File: src/rtl/ric_pkg.sv
package ric_pkg;
  localparam int REG_W    = 32;
  localparam int BANK_MAX = 16;
endpackage

File: src/rtl/ric_ctrl_reg.sv
module ric_ctrl_reg #(
  parameter int NBANK = 4
) (
  input  logic                   clk,
  input  logic                   rst_n,
  input  logic                   wr_en,
  input  logic [2*NBANK-1:0]     wr_bits,
  output logic [NBANK-1:0]       start,
  output logic [NBANK-1:0]       test_en,
  output logic [ric_pkg::REG_W-1:0] rd_data
);
  localparam int RW = ric_pkg::REG_W;

  for (genvar b = 0; b < NBANK; b++) begin : g_bank
    assign start[b] = wr_en & wr_bits[2*b];

    always_ff @(posedge clk or negedge rst_n) begin
      if (!rst_n)     test_en[b] <= 1'b0;
      else if (wr_en) test_en[b] <= wr_bits[2*b+1];
    end
  end

  always_comb begin
    rd_data = '0;
    for (int b = 0; b < NBANK; b++) rd_data[2*b+1] = test_en[b];
  end
endmodule

File: src/rtl/ric_sweeper.sv
module ric_sweeper #(
  parameter int ADDR_W = 4
) (
  input  logic              clk,
  input  logic              rst_n,
  input  logic              start,
  output logic              busy,
  output logic [ADDR_W-1:0] addr
);
  localparam logic [ADDR_W-1:0] LAST = '1;

  always_ff @(posedge clk or negedge rst_n) begin
    if (!rst_n) begin
      busy <= 1'b0;
      addr <= '0;
    end else if (busy) begin
      if (addr == LAST) begin
        busy <= 1'b0;
        addr <= '0;
      end else begin
        addr <= addr + 1'b1;
      end
    end else if (start) begin
      busy <= 1'b1;
      addr <= '0;
    end
  end
endmodule

File: src/rtl/ric_chk_gen.sv
module ric_chk_gen #(
  parameter int DATA_W = 32,
  parameter int ADDR_W = 4,
  parameter int CHK_W  = 8
) (
  input  logic [DATA_W-1:0] data,
  input  logic [ADDR_W-1:0] addr,
  output logic [CHK_W-1:0]  chk
);
  localparam int TOT = DATA_W + ADDR_W;
  localparam int NSL = (TOT + CHK_W - 1) / CHK_W;

  logic [NSL*CHK_W-1:0] padded;

  always_comb begin
    padded = '0;
    padded[TOT-1:0] = {addr, data};
    chk = '0;
    for (int s = 0; s < NSL; s++) chk = chk ^ padded[s*CHK_W +: CHK_W];
  end
endmodule

File: src/rtl/ric_port_mux.sv
module ric_port_mux #(
  parameter int DATA_W = 32,
  parameter int ADDR_W = 4,
  parameter int CHK_W  = 8
) (
  input  logic              sweep_busy,
  input  logic [ADDR_W-1:0] sweep_addr,
  input  logic              test_en,
  input  logic              fn_valid,
  input  logic [ADDR_W-1:0] fn_addr,
  input  logic [DATA_W-1:0] fn_data,
  input  logic [CHK_W-1:0]  fn_chk,
  output logic              fn_ready,
  output logic              ram_we,
  output logic [ADDR_W-1:0] ram_addr,
  output logic [DATA_W-1:0] ram_wdata,
  output logic [CHK_W-1:0]  ram_wchk
);
  logic [CHK_W-1:0] gen_chk;

  assign fn_ready  = ~sweep_busy;
  assign ram_we    = sweep_busy | fn_valid;
  assign ram_addr  = sweep_busy ? sweep_addr : fn_addr;
  assign ram_wdata = sweep_busy ? '0 : fn_data;

  ric_chk_gen #(.DATA_W(DATA_W), .ADDR_W(ADDR_W), .CHK_W(CHK_W)) u_gen (
    .data (ram_wdata),
    .addr (ram_addr),
    .chk  (gen_chk)
  );

  assign ram_wchk = (!sweep_busy && test_en) ? fn_chk : gen_chk;
endmodule

File: src/rtl/ram_init_ctrl.sv
module ram_init_ctrl #(
  parameter int NBANK  = 4,
  parameter int ADDR_W = 4,
  parameter int DATA_W = 32,
  parameter int CHK_W  = 8
) (
  input  logic                      clk,
  input  logic                      rst_n,
  input  logic                      reg_wr_en,
  input  logic [31:0]               reg_wr_data,
  output logic [31:0]               reg_rd_data,
  input  logic [NBANK-1:0]          fn_valid,
  output logic [NBANK-1:0]          fn_ready,
  input  logic [NBANK*ADDR_W-1:0]   fn_addr,
  input  logic [NBANK*DATA_W-1:0]   fn_data,
  input  logic [NBANK*CHK_W-1:0]    fn_chk,
  output logic [NBANK-1:0]          ram_we,
  output logic [NBANK*ADDR_W-1:0]   ram_addr,
  output logic [NBANK*DATA_W-1:0]   ram_wdata,
  output logic [NBANK*CHK_W-1:0]    ram_wchk,
  output logic [NBANK-1:0]          busy,
  output logic [NBANK-1:0]          ecc_bypass
);
  localparam int CTRL_W = 2 * NBANK;

  logic [NBANK-1:0] start;
  logic [NBANK-1:0] test_en;
  logic             unused_hi;

  assign unused_hi = ^reg_wr_data[31:CTRL_W];

  ric_ctrl_reg #(.NBANK(NBANK)) u_reg (
    .clk     (clk),
    .rst_n   (rst_n),
    .wr_en   (reg_wr_en),
    .wr_bits (reg_wr_data[CTRL_W-1:0]),
    .start   (start),
    .test_en (test_en),
    .rd_data (reg_rd_data)
  );

  assign ecc_bypass = test_en;

  for (genvar b = 0; b < NBANK; b++) begin : g_bank
    logic [ADDR_W-1:0] sw_addr;

    ric_sweeper #(.ADDR_W(ADDR_W)) u_sweep (
      .clk   (clk),
      .rst_n (rst_n),
      .start (start[b]),
      .busy  (busy[b]),
      .addr  (sw_addr)
    );

    ric_port_mux #(.DATA_W(DATA_W), .ADDR_W(ADDR_W), .CHK_W(CHK_W)) u_mux (
      .sweep_busy (busy[b]),
      .sweep_addr (sw_addr),
      .test_en    (test_en[b]),
      .fn_valid   (fn_valid[b]),
      .fn_addr    (fn_addr[b*ADDR_W +: ADDR_W]),
      .fn_data    (fn_data[b*DATA_W +: DATA_W]),
      .fn_chk     (fn_chk[b*CHK_W +: CHK_W]),
      .fn_ready   (fn_ready[b]),
      .ram_we     (ram_we[b]),
      .ram_addr   (ram_addr[b*ADDR_W +: ADDR_W]),
      .ram_wdata  (ram_wdata[b*DATA_W +: DATA_W]),
      .ram_wchk   (ram_wchk[b*CHK_W +: CHK_W])
    );
  end
endmodule

File: config.mk
export PLATFORM = sky130hd
export DESIGN_NAME = ram_init_ctrl
export DESIGN_NICKNAME = d
export VERILOG_FILES = /design/src/rtl/ric_pkg.sv /design/src/rtl/ric_ctrl_reg.sv /design/src/rtl/ric_sweeper.sv /design/src/rtl/ric_chk_gen.sv /design/src/rtl/ric_port_mux.sv /design/src/rtl/ram_init_ctrl.sv
export SDC_FILE = /design/constraint.sdc
export NUM_CORES = 1
export LEC_CHECK = 0
export BUFFER_PORTS_ARGS = -buffer_cell sky130_fd_sc_hd__buf_2
export CAP_MARGIN = 20
export CORE_AREA = 3 3 171 173
export DETAILED_ROUTE_END_ITERATION = 10
export DIE_AREA = 0 0 174 176
export PLACE_DENSITY = 0.52
export SLEW_MARGIN = 20
export SYNTH_ARGS = -nofsm -noshare
export SYNTH_HDL_FRONTEND = slang
export SYNTH_SLANG_ARGS = --single-unit
File: constraint.sdc
create_clock -name clk -period 2.15 [get_ports clk]
set_clock_uncertainty 0.05 [all_clocks]
set_input_delay 0.1075 -clock clk [delete_from_list [all_inputs] [get_ports clk]]
set_output_delay 0.1075 -clock clk [all_outputs]
set_load 0.005 [all_outputs]
**Word level (Yosys, flattened, before mapping)**

Index checks and enable logic that the tools add are counted.

- Register bits: 24
- Bits in latches: 0
- RAM bits: 0
- Bits in read-only memories: 0
- Bits of input ports: 215
- Output and inout port bits: 224
- Word-level logic and storage cells: 96
- Memories: 0

- Add/sub/neg operators: 4
- Multipliers: 0
- Div/mod/pow operators: 0
- Magnitude comparators: 0
- Eq/ne operators: 4
- Shift operators: 0
- Multiplexer cells: 36
- Bitwise logic cells: 28
- Reductions and logical operators: 12

Operators by type and width:

| cell | number |
|---|---|
| $mux W32 | 4 |
| $xor A8 B8 Y8 | 12 |
| $mux W4 | 16 |
| $mux W8 | 4 |
| $xor A8 B4 Y8 | 4 |
| $add A4 B1 Y4 const B | 4 |
| $eq A4 B4 Y1 const B | 4 |
| $mux W1 | 12 |
| $reduce_bool A2 Y1 | 4 |
| $and A1 B1 Y1 | 4 |
| $logic_and A1 B1 Y1 | 4 |
| $logic_not A1 Y1 | 4 |
| $not A1 Y1 | 4 |
| $or A1 B1 Y1 | 4 |

**Depth between registers and ports, before layout**

Gate-level depths: netlist (run 1).

- Word-level depth: 6
- Mapped depth: 5
- Gate-level depth less buffers: 4

**Hierarchy**

A second synthesis (run 1) with hierarchy kept.

- Cell total of the unflattened synthesis: 450
- Area total of the unflattened synthesis: 4194.0 µm²

By module, submodules not included:

| module | times used | cells each | area an instance (µm²) | seq. area each (µm²) |
|---|---|---|---|---|
| ric_port_mux | 4 | 52 | 419.2 | 0.0 |
| ric_chk_gen | 4 | 24 | 265.3 | 0.0 |
| ric_sweeper | 4 | 25 | 252.7 | 125.1 |
| ric_ctrl_reg | 1 | 46 | 445.4 | 100.1 |

**Worst setup path after synthesis (run 1)**

OpenSTA, ideal clock, no wires.

- Kind: register to output
- Start: register g_bank[2].u_sweep.busy
- End: output port ram_we[2]
- Arrival: 1139 ps
- Required time: 1992 ps
- Path slack: 853 ps
- Stages on the path, launching flop included: 5
- Path buffers: 3
- Cell sequence: dfrtp_1 buf_4 buf_6 or2_2 buf_4

- Longest elaborated chain between the ends: 1

RTL lines:

| item | line | source |
|---|---|---|
| start, declared | ric_sweeper.sv:7 | `output logic busy,` |
| start signal, assigned | ric_sweeper.sv:14 | `busy <= 1'b0;` |
| start signal, assigned | ric_sweeper.sv:18 | `busy <= 1'b0;` |
| start signal, assigned | ric_sweeper.sv:24 | `busy <= 1'b1;` |
| $or A1 B1 Y1 | ric_port_mux.sv:22 | `assign ram_we = sweep_busy \| fn_valid;` |
| end, declared | ram_init_ctrl.sv:17 | `output logic [NBANK-1:0] ram_we,` |

Every way passes these cells.

**Worst setup path after layout (run 1)**

- Start: register u_reg.test_en[1], in the netlist u_reg.rd_data[3]
- End: output port ram_wchk[14]

- Longest elaborated chain between the ends: 2

RTL lines:

| item | line | source |
|---|---|---|
| start, declared | ric_ctrl_reg.sv:9 | `output logic [NBANK-1:0] test_en,` |
| start signal, assigned by index | ric_ctrl_reg.sv:19 | `else if (wr_en) test_en[b] <= wr_bits[2*b+1];` |
| $logic_and A1 B1 Y1 | ric_port_mux.sv:32 | `assign ram_wchk = (!sweep_busy && test_en) ? fn_chk : gen_chk;` |
| $mux W8 | ric_port_mux.sv:32 |  |
| end, declared | ram_init_ctrl.sv:20 | `output logic [NBANK*CHK_W-1:0] ram_wchk,` |

Every way passes these cells.

==> results of run 1 <==
power by group:
part | switching, mW | internal (mW)
logic | 2.03 | 2.01
clock network | 0.193 | 0.248
registers | 0.354 | 0.645
total | 2.58 | 2.90
cell families after synthesis:
group / share of synthesized area, %
AOI/OAI and AO/OA: 9.79
DFF: 13.9
xor gates and xnor gates: 21.5
and+or+nand+nor: 36.9
muxes: 3.36
other: 0.0868
buffers and inverters: 13.3
adders and majority gates: 1.16
sequential cells by signal (all words and copies together) (netlist names):
signal               count
g_bank.u_sweep.addr     16
g_bank.u_sweep.busy      4
u_reg.rd_data            4
critical path, cell delays in order, from the launching register on:
cell,delay (ns)
dfrtp_1,0.48
inv_1,0.39
nor2_1,0.09
a211oi_1,0.33
buf_2,0.19
layer usage:
metal	up-vias	routed length, um	part of all wire (%)
met2	159	9150	51
met5	-	0	0
met1	2251	7730	43
met3	4	1070	5.9
met4	0	27	0.15
li1	2441	-	-
final timing paths:
| kind | from | end | slack (ns) | cells after the start |
|---|---|---|---|---|
| worst max-delay path | u_reg.rd_data[3] | ram_wchk[14] | 0.23 | 4 |
| worst min-delay path | reg_wr_data[6] | g_bank[3].u_sweep.busy | 0.08 | 3 |
| worst max register to register | g_bank[3].u_sweep.busy | g_bank[3].u_sweep.addr[3] | 0.78 | 3 |
| worst min register to register | g_bank[2].u_sweep.addr[3] | g_bank[2].u_sweep.addr[3] | 0.51 | 2 |
| max in group asynchronous | rst_n | g_bank[0].u_sweep.busy | 1.21 | 2 |
| min in group asynchronous | rst_n | g_bank[1].u_sweep.addr[3] | 0.37 | 2 |
area by class of cell:
| cell class | instances | area [um^2] | share of cell area, % |
|---|---|---|---|
| multi-input cells | 452 | 3250 | 50.0 |
| repair buffers | 399 | 2050 | 31.6 |
| flip-flops and latches | 24 | 601 | 9.25 |
| well taps | 378 | 473 | 7.28 |
| clock buffers | 3 | 75.1 | 1.16 |
| inverters | 12 | 45.0 | 0.694 |
timing repair:
action                    4_1_cts  5_1_grt
hold buffers                    5        0
setup buffers                   0        0
hold endpoints to repair       28        0
layout by cell type, fill, tap and decap left out, types with 20 or more instances in the layout:
| cell | Yosys | layout |
|---|---|---|
| nand2_1 | 29 | 29 |
| conb_1 | 1 | 28 |
| nor2b_1 | 132 | 132 |
| o21ai_0 | 20 | 20 |
| xnor2_1 | 64 | 64 |
| dfrtp_1 | 24 | 24 |
| buf_2 | 5 | 386 |
metrics by stage:
stage | utilization [%] | total power [mW] | hold WS (ns) | worst slack [ns]
after floorplan | - | 3.48 | -0.238 | 0.853
after global placement | 22.9 | 5.07 | 0.168 | 0.568
after detailed placement | 22.9 | 5.09 | 0.184 | 0.540
after CTS | 23.4 | 5.60 | 0.0696 | 0.219
after global routing | 23.4 | 6.05 | 0.117 | 0.141
final | 23.4 | 5.48 | 0.0838 | 0.234
==> metrics.log, run 1 <==
[metrics] status: complete, no violations
[metrics] antenna violations before repair: 0
[metrics] final weighted congestion in routability-driven placement: 0.826
[metrics] most crowded layer after global routing: met2
[metrics] Critical Path Start Type: flop
[metrics] I/O pins: 439
[metrics] average routed wire per standard cell: 14.2 um
[metrics] routing usage on met3: 2.41%
[metrics] Root Buffer: clkbuf_16
[metrics] mean post-synth cell area: 8.05 um^2
[metrics] Layout Cells excl Fill: 1,268
[metrics] effective utilization at floorplan: 15.6%
[metrics] ys flop type: dfrtp_1
[metrics] CTS resizes: 0
[metrics] first-pass detailed-route iteration total: 4
[metrics] number of cells in the design after placement: 1,260
[metrics] Nets: 1,111
[metrics] global routing usage on met1: 13.9%
[metrics] maximum fanout encountered on the critical timing path: 13
[metrics] overall routing resource usage: 10.7%
[metrics] Num Clock Sinks: 24
[metrics] number of storage elements in the synthesis netlist: 24
[metrics] Final HPWL DP: 15.5 mm
[metrics] hold crit path type: in -> reg
[metrics] sequential element share of the synthesized area: 13.9%
[metrics] maximum vdd drop: 0.000297 V
[metrics] overall die height: 176 um
[metrics] Least-Margin Pin Slew: 0.719 ns
[metrics] H-Tree Level Count: 1
[metrics] highest attainable clock frequency: 0.522 GHz
[metrics] asr flop ratio synth: 100%
[metrics] number of flops mapped to enable cells by yosys: 0
[metrics] leading post-synthesis cells by instance count: 132 x nor2b_1, 64 x xnor2_1, 56 x buf_4
[metrics] first-pass GRT wire length: 26.7 mm
[metrics] fraction of post-synthesis cell area in the top cell type by area: 19.1%
[metrics] area grow syn2layout: 50.3%
[metrics] category of the critical setup timing path: reg -> out
[metrics] count of final hold-check violations: 0
[metrics] Antenna Violating Nets Remaining: 0
[metrics] fin. max-slew vios: 0
[metrics] CTS max path bufs: 2
[metrics] WP data required: 1.99 ns
[metrics] diodes inserted: 0
[metrics] number of vias in the routed layout: 4,855
[metrics] leakage power total: 3.34 nW
[metrics] floorplan core area: 0.0278 mm^2
[metrics] power density normalized to cell area: 844 mW/mm^2
[metrics] count of mapped cells out of synthesis: 537
[metrics] detailed-route wire length: 18.0 mm
[metrics] Via density: 3.83
[metrics] Remaining Overflow, GRT: 0
[metrics] most repeated cell in the gate-level netlist after synthesis: nor2b_1
[metrics] setup TNS after final layout: 0 ns
[metrics] row count: 61
[metrics] crit path time final: 1.92 ns
[metrics] Reg clk slew, reported paths: 0.08 ns
[metrics] number of maximum-capacitance constraint violations: 0
[metrics] netlist area before placement: 0.00432 mm^2
[metrics] Worst Setup End Kind: output port
[metrics] count of filler cells inserted in the layout: 3,158
[metrics] final number of setup-violating endpoints: 0
[metrics] Chip Width: 174 um
[metrics] via count of the first global-routing pass: 4,647
[metrics] total DRC errors in the routed layout: 0
[metrics] Synthesis Warnings: 0
[metrics] TritonCTS clock tree: built
[metrics] maximum number of pins on one net before global-route repair: 36
[metrics] setup repair after global routing missed its margin: false
[metrics] Num CTS Buffers: 3
[metrics] met2 Resource Use GR: 19.3%
[metrics] DP Area: 0.00637 mm^2
[metrics] unique cell type count in the Yosys netlist: 35
[metrics] remaining max-slew budget at the tightest pin: 52.1%
[metrics] final critical-path share of the clock period: 89.1%
[metrics] fraction of layout instances using a drive strength above 1: 49.4%
[metrics] cell type contributing the most total cell area after synthesis: nor2b_1
[metrics] latest clock arrival within the worst-skew pair: 0.27 ns
[metrics] area of all placed cells without fillers: 0.00649 mm^2
[metrics] count of port buffers added during placement: 386
[metrics] cell types with the largest area share after synthesis: nor2b_1 19%, dfrtp_1 14%, xnor2_1 13%
[metrics] DR iter-0 viols: 179
[metrics] die area: 0.0306 mm^2
[metrics] data arrival time at the worst-slack endpoint: 1.76 ns
Power figures use the tool's default switching activity.
==> inputs of run 2 (changes only) <==
ABC_AREA = 1   (was not set)
CORE_AREA = 3 3 170 172   (was 3 3 171 173)
DIE_AREA = 0 0 173 175   (was 0 0 174 176)
PLACE_DENSITY = 0.54   (was 0.52)
==> run 2 against run 1 <==
Against the previous run: maximum frequency decreased by 3.4%; flip-flop and latch count unchanged; sequential share of layout area decreased by 0.48 points; via count increased by 30%; largest cell class unchanged; clock power about the same; hold slack got worse by 0.067 ns; total power increased by 19%; synthesized cell count increased by 67%.
==> metrics.log, run 2 <==
[metrics] status: complete, no violations
[metrics] cell type contributing the most total cell area after synthesis: nand2_1
[metrics] highest attainable clock frequency: 0.504 GHz
[metrics] Antenna Violating Nets Remaining: 0
[metrics] setup repair after global routing missed its margin: false
[metrics] Via density: 3.88
[metrics] I/O pins: 439
[metrics] H-Tree Level Count: 1
[metrics] final critical-path share of the clock period: 92.2%
[metrics] overall routing resource usage: 11.6%
[metrics] WP data required: 1.99 ns
[metrics] leakage power total: 4.49 nW
[metrics] diodes inserted: 0
[metrics] maximum number of pins on one net before global-route repair: 34
[metrics] Synthesis Warnings: 0
[metrics] count of mapped cells out of synthesis: 898
[metrics] row count: 61
[metrics] reg-to-reg setup timing slack: 0.74 ns
[metrics] data arrival time at the worst-slack endpoint: 1.83 ns
[metrics] Num CTS Buffers: 3
[metrics] power density normalized to cell area: 947 mW/mm^2
[metrics] Overall Power: 6.50 mW
[metrics] setup TNS after final layout: 0 ns
[metrics] mean post-synth cell area: 5.29 um^2
[metrics] count of port buffers added during placement: 386
[metrics] most repeated cell in the gate-level netlist after synthesis: nand2_1
[metrics] sequential element share of the synthesized area: 12.6%
[metrics] netlist area before placement: 0.00475 mm^2
[metrics] leading post-synthesis cells by instance count: 298 x nand2_1, 203 x inv_1, 64 x o21ai_1
[metrics] die area: 0.0303 mm^2
[metrics] unique cell type count in the Yosys netlist: 26
[metrics] number of flops mapped to enable cells by yosys: 0
[metrics] Nets: 1,475
[metrics] final number of setup-violating endpoints: 0
[metrics] CTS max path bufs: 2
[metrics] detailed-route wire length: 18.6 mm
[metrics] Least-Margin Pin Slew: 0.709 ns
[metrics] Critical Path End: ram_wchk[8]
[metrics] RR Startpoint: g_bank[2].u_sweep.busy
[metrics] antenna violations before repair: 0
[metrics] Root Buffer: clkbuf_16
[metrics] cell types with the largest area share after synthesis: nand2_1 24%, inv_1 16%, dfrtp_1 13%
[metrics] adder-cell share of the synthesized area: 1.05%
[metrics] fraction of synthesized area in multiplexers: 0%
[metrics] total DRC errors in the routed layout: 0
[metrics] TritonCTS clock tree: built
[metrics] first-pass GRT wire length: 29.1 mm
[metrics] Chip Width: 173 um
[metrics] Remaining Overflow, GRT: 0
[metrics] overall die height: 175 um
[metrics] hold path cells: 3
[metrics] Worst Setup End Kind: output port
[metrics] FF-to-FF path depth: 4
[metrics] ys flop type: dfrtp_1
[metrics] Synth Area in Simple Gates: 40.5%
[metrics] Reg clk slew, reported paths: 0.07 ns
[metrics] share of the synthesized area in compound gates (AO/OA/AOI/OAI): 11.7%
[metrics] latest clock arrival within the worst-skew pair: 0.26 ns
[metrics] number of vias in the routed layout: 6,326
[metrics] fin. max-slew vios: 0
[metrics] average routed wire per standard cell: 11.4 um
[metrics] fraction of post-synthesis cell area in the top cell type by area: 23.5%
[metrics] most common cell after layout, fill and taps aside: buf_2
[metrics] number of buffers inserted by post-CTS setup repair: 0
[metrics] remaining max-slew budget at the tightest pin: 52.7%
[metrics] via count of the first global-routing pass: 5,874
[metrics] fraction of layout instances using a drive strength above 1: 36.8%
[metrics] category of the critical setup timing path: reg -> out
[metrics] hold crit path type: in -> reg
[metrics] first-pass detailed-route iteration total: 4
[metrics] maximum fanout encountered on the critical timing path: 33
[metrics] Num Clock Sinks: 24
[metrics] maximum vdd drop: 0.000351 V
[metrics] number of maximum-capacitance constraint violations: 0
[metrics] area grow syn2layout: 44.5%
[metrics] number of flip-flops under the largest register name: 16
[metrics] crit path time final: 1.98 ns
[metrics] Final HPWL DP: 15.9 mm
[metrics] asr flop ratio synth: 100%
[metrics] count of final hold-check violations: 0
[metrics] floorplan core area: 0.0276 mm^2
[metrics] area share of xor/xnor cells in the synthesized design: 4.79%
[metrics] effective utilization at floorplan: 17.2%
[metrics] DR iter-0 viols: 171
[metrics] main combinational cell family by area after synthesis: simple AND/OR/NAND/NOR gates
[metrics] final weighted congestion in routability-driven placement: 0.856
[metrics] leading cell types in the layout, fill and taps excluded: 386 x buf_2, 298 x nand2_1, 203 x inv_1
[metrics] register containing the most flip-flops in the final layout: g_bank.u_sweep.addr
[metrics] Critical Path Start Type: flop
[metrics] capture point of the worst reg-to-reg path: g_bank[2].u_sweep.addr[3]
[metrics] Crit. Startpoint: g_bank[1].u_sweep.busy
[metrics] number of storage elements in the synthesis netlist: 24
run 2: changes by cell type after synthesis, sizes merged, moves of 41 or more:
cell,previous run,this run
inv,12,210
nand2,29,298
nand3,8,52
nor2,16,90
nor2b,132,0
o21ai,21,89
xnor2,64,23
run 2: metal layers:
| layer | global-route usage (%) | share of wire [%] | vias up |
|---|---|---|---|
| met4 | 2.09 | 1.3 | 0 |
| met3 | 2.52 | 6.9 | 12 |
| met5 | 0 | 0 | - |
| li1 | - | - | 3316 |
| met2 | 21.9 | 51 | 260 |
| met1 | 13.4 | 41 | 2738 |
run 2: what timing repair did:
action                                 CTS  global route
setup endpoints to repair                0             7
endpoints found under the hold margin   27             0
hold buffers                             4             0
gates resized for setup                  0             4
run 2: cell families after synthesis:
kind of cell / count (synthesis)
simple gates: 452
buf+inv: 285
compound gates: 106
xor+xnor: 26
flops: 24
fa+ha+maj: 4
other cells: 1
run 2: how the worst min path moves through the flow:
stage	endpoint	startpoint	slack (ns)
3_5_place_dp	u_reg.rd_data[5]	rst_n	0.16
3_3_place_gp	g_bank[2].u_sweep.addr[0]	rst_n	0.16
4_1_cts	u_reg.rd_data[3]	reg_wr_data[3]	0.002
5_1_grt	u_reg.rd_data[3]	reg_wr_data[3]	0.06
2_1_floorplan	g_bank[0].u_sweep.addr[0]	rst_n	-0.24
6_report	u_reg.rd_data[3]	reg_wr_data[3]	0.02
run 2: stage by stage:
stage	cells	cell area, um^2	setup slack [ns]	hold WS, ns	util (%)
finish	1632	6870	0.167	0.0164	24.8
detailed placement	1625	6750	0.389	0.164	24.4
CTS	1632	6860	0.0715	0.00157	24.8
global route	1632	6870	0.0124	0.0614	24.8
floorplan	925	4850	0.790	-0.238	-
global placement	1625	6750	0.395	0.157	24.4
run 2: power by group:
part	internal (mW)	switching (mW)	total, mW	leakage (nW)
registers	0.652	0.206	0.858	0.279
clock network	0.248	0.194	0.442	0.0370
logic	2.18	3.02	5.20	4.17
total	3.08	3.42	6.50	4.49
run 2: critical path, stage by stage (launching register included):
cell,delay [ns]
dfrtp_1,0.36
buf_4,0.39
nor2_1,0.10
buf_4,0.21
inv_1,0.18
nand3_1,0.11
nand2_1,0.06
buf_2,0.11
run 2: layout make-up:
cell class	count	area, um^2
Tap cell	378	473
Inverter	210	797
Clock buffer	3	75.1
Fill cell	3246	20800
Sequential cell	24	602
Multi-Input combinational cell	616	2860
Timing Repair Buffer	401	2050
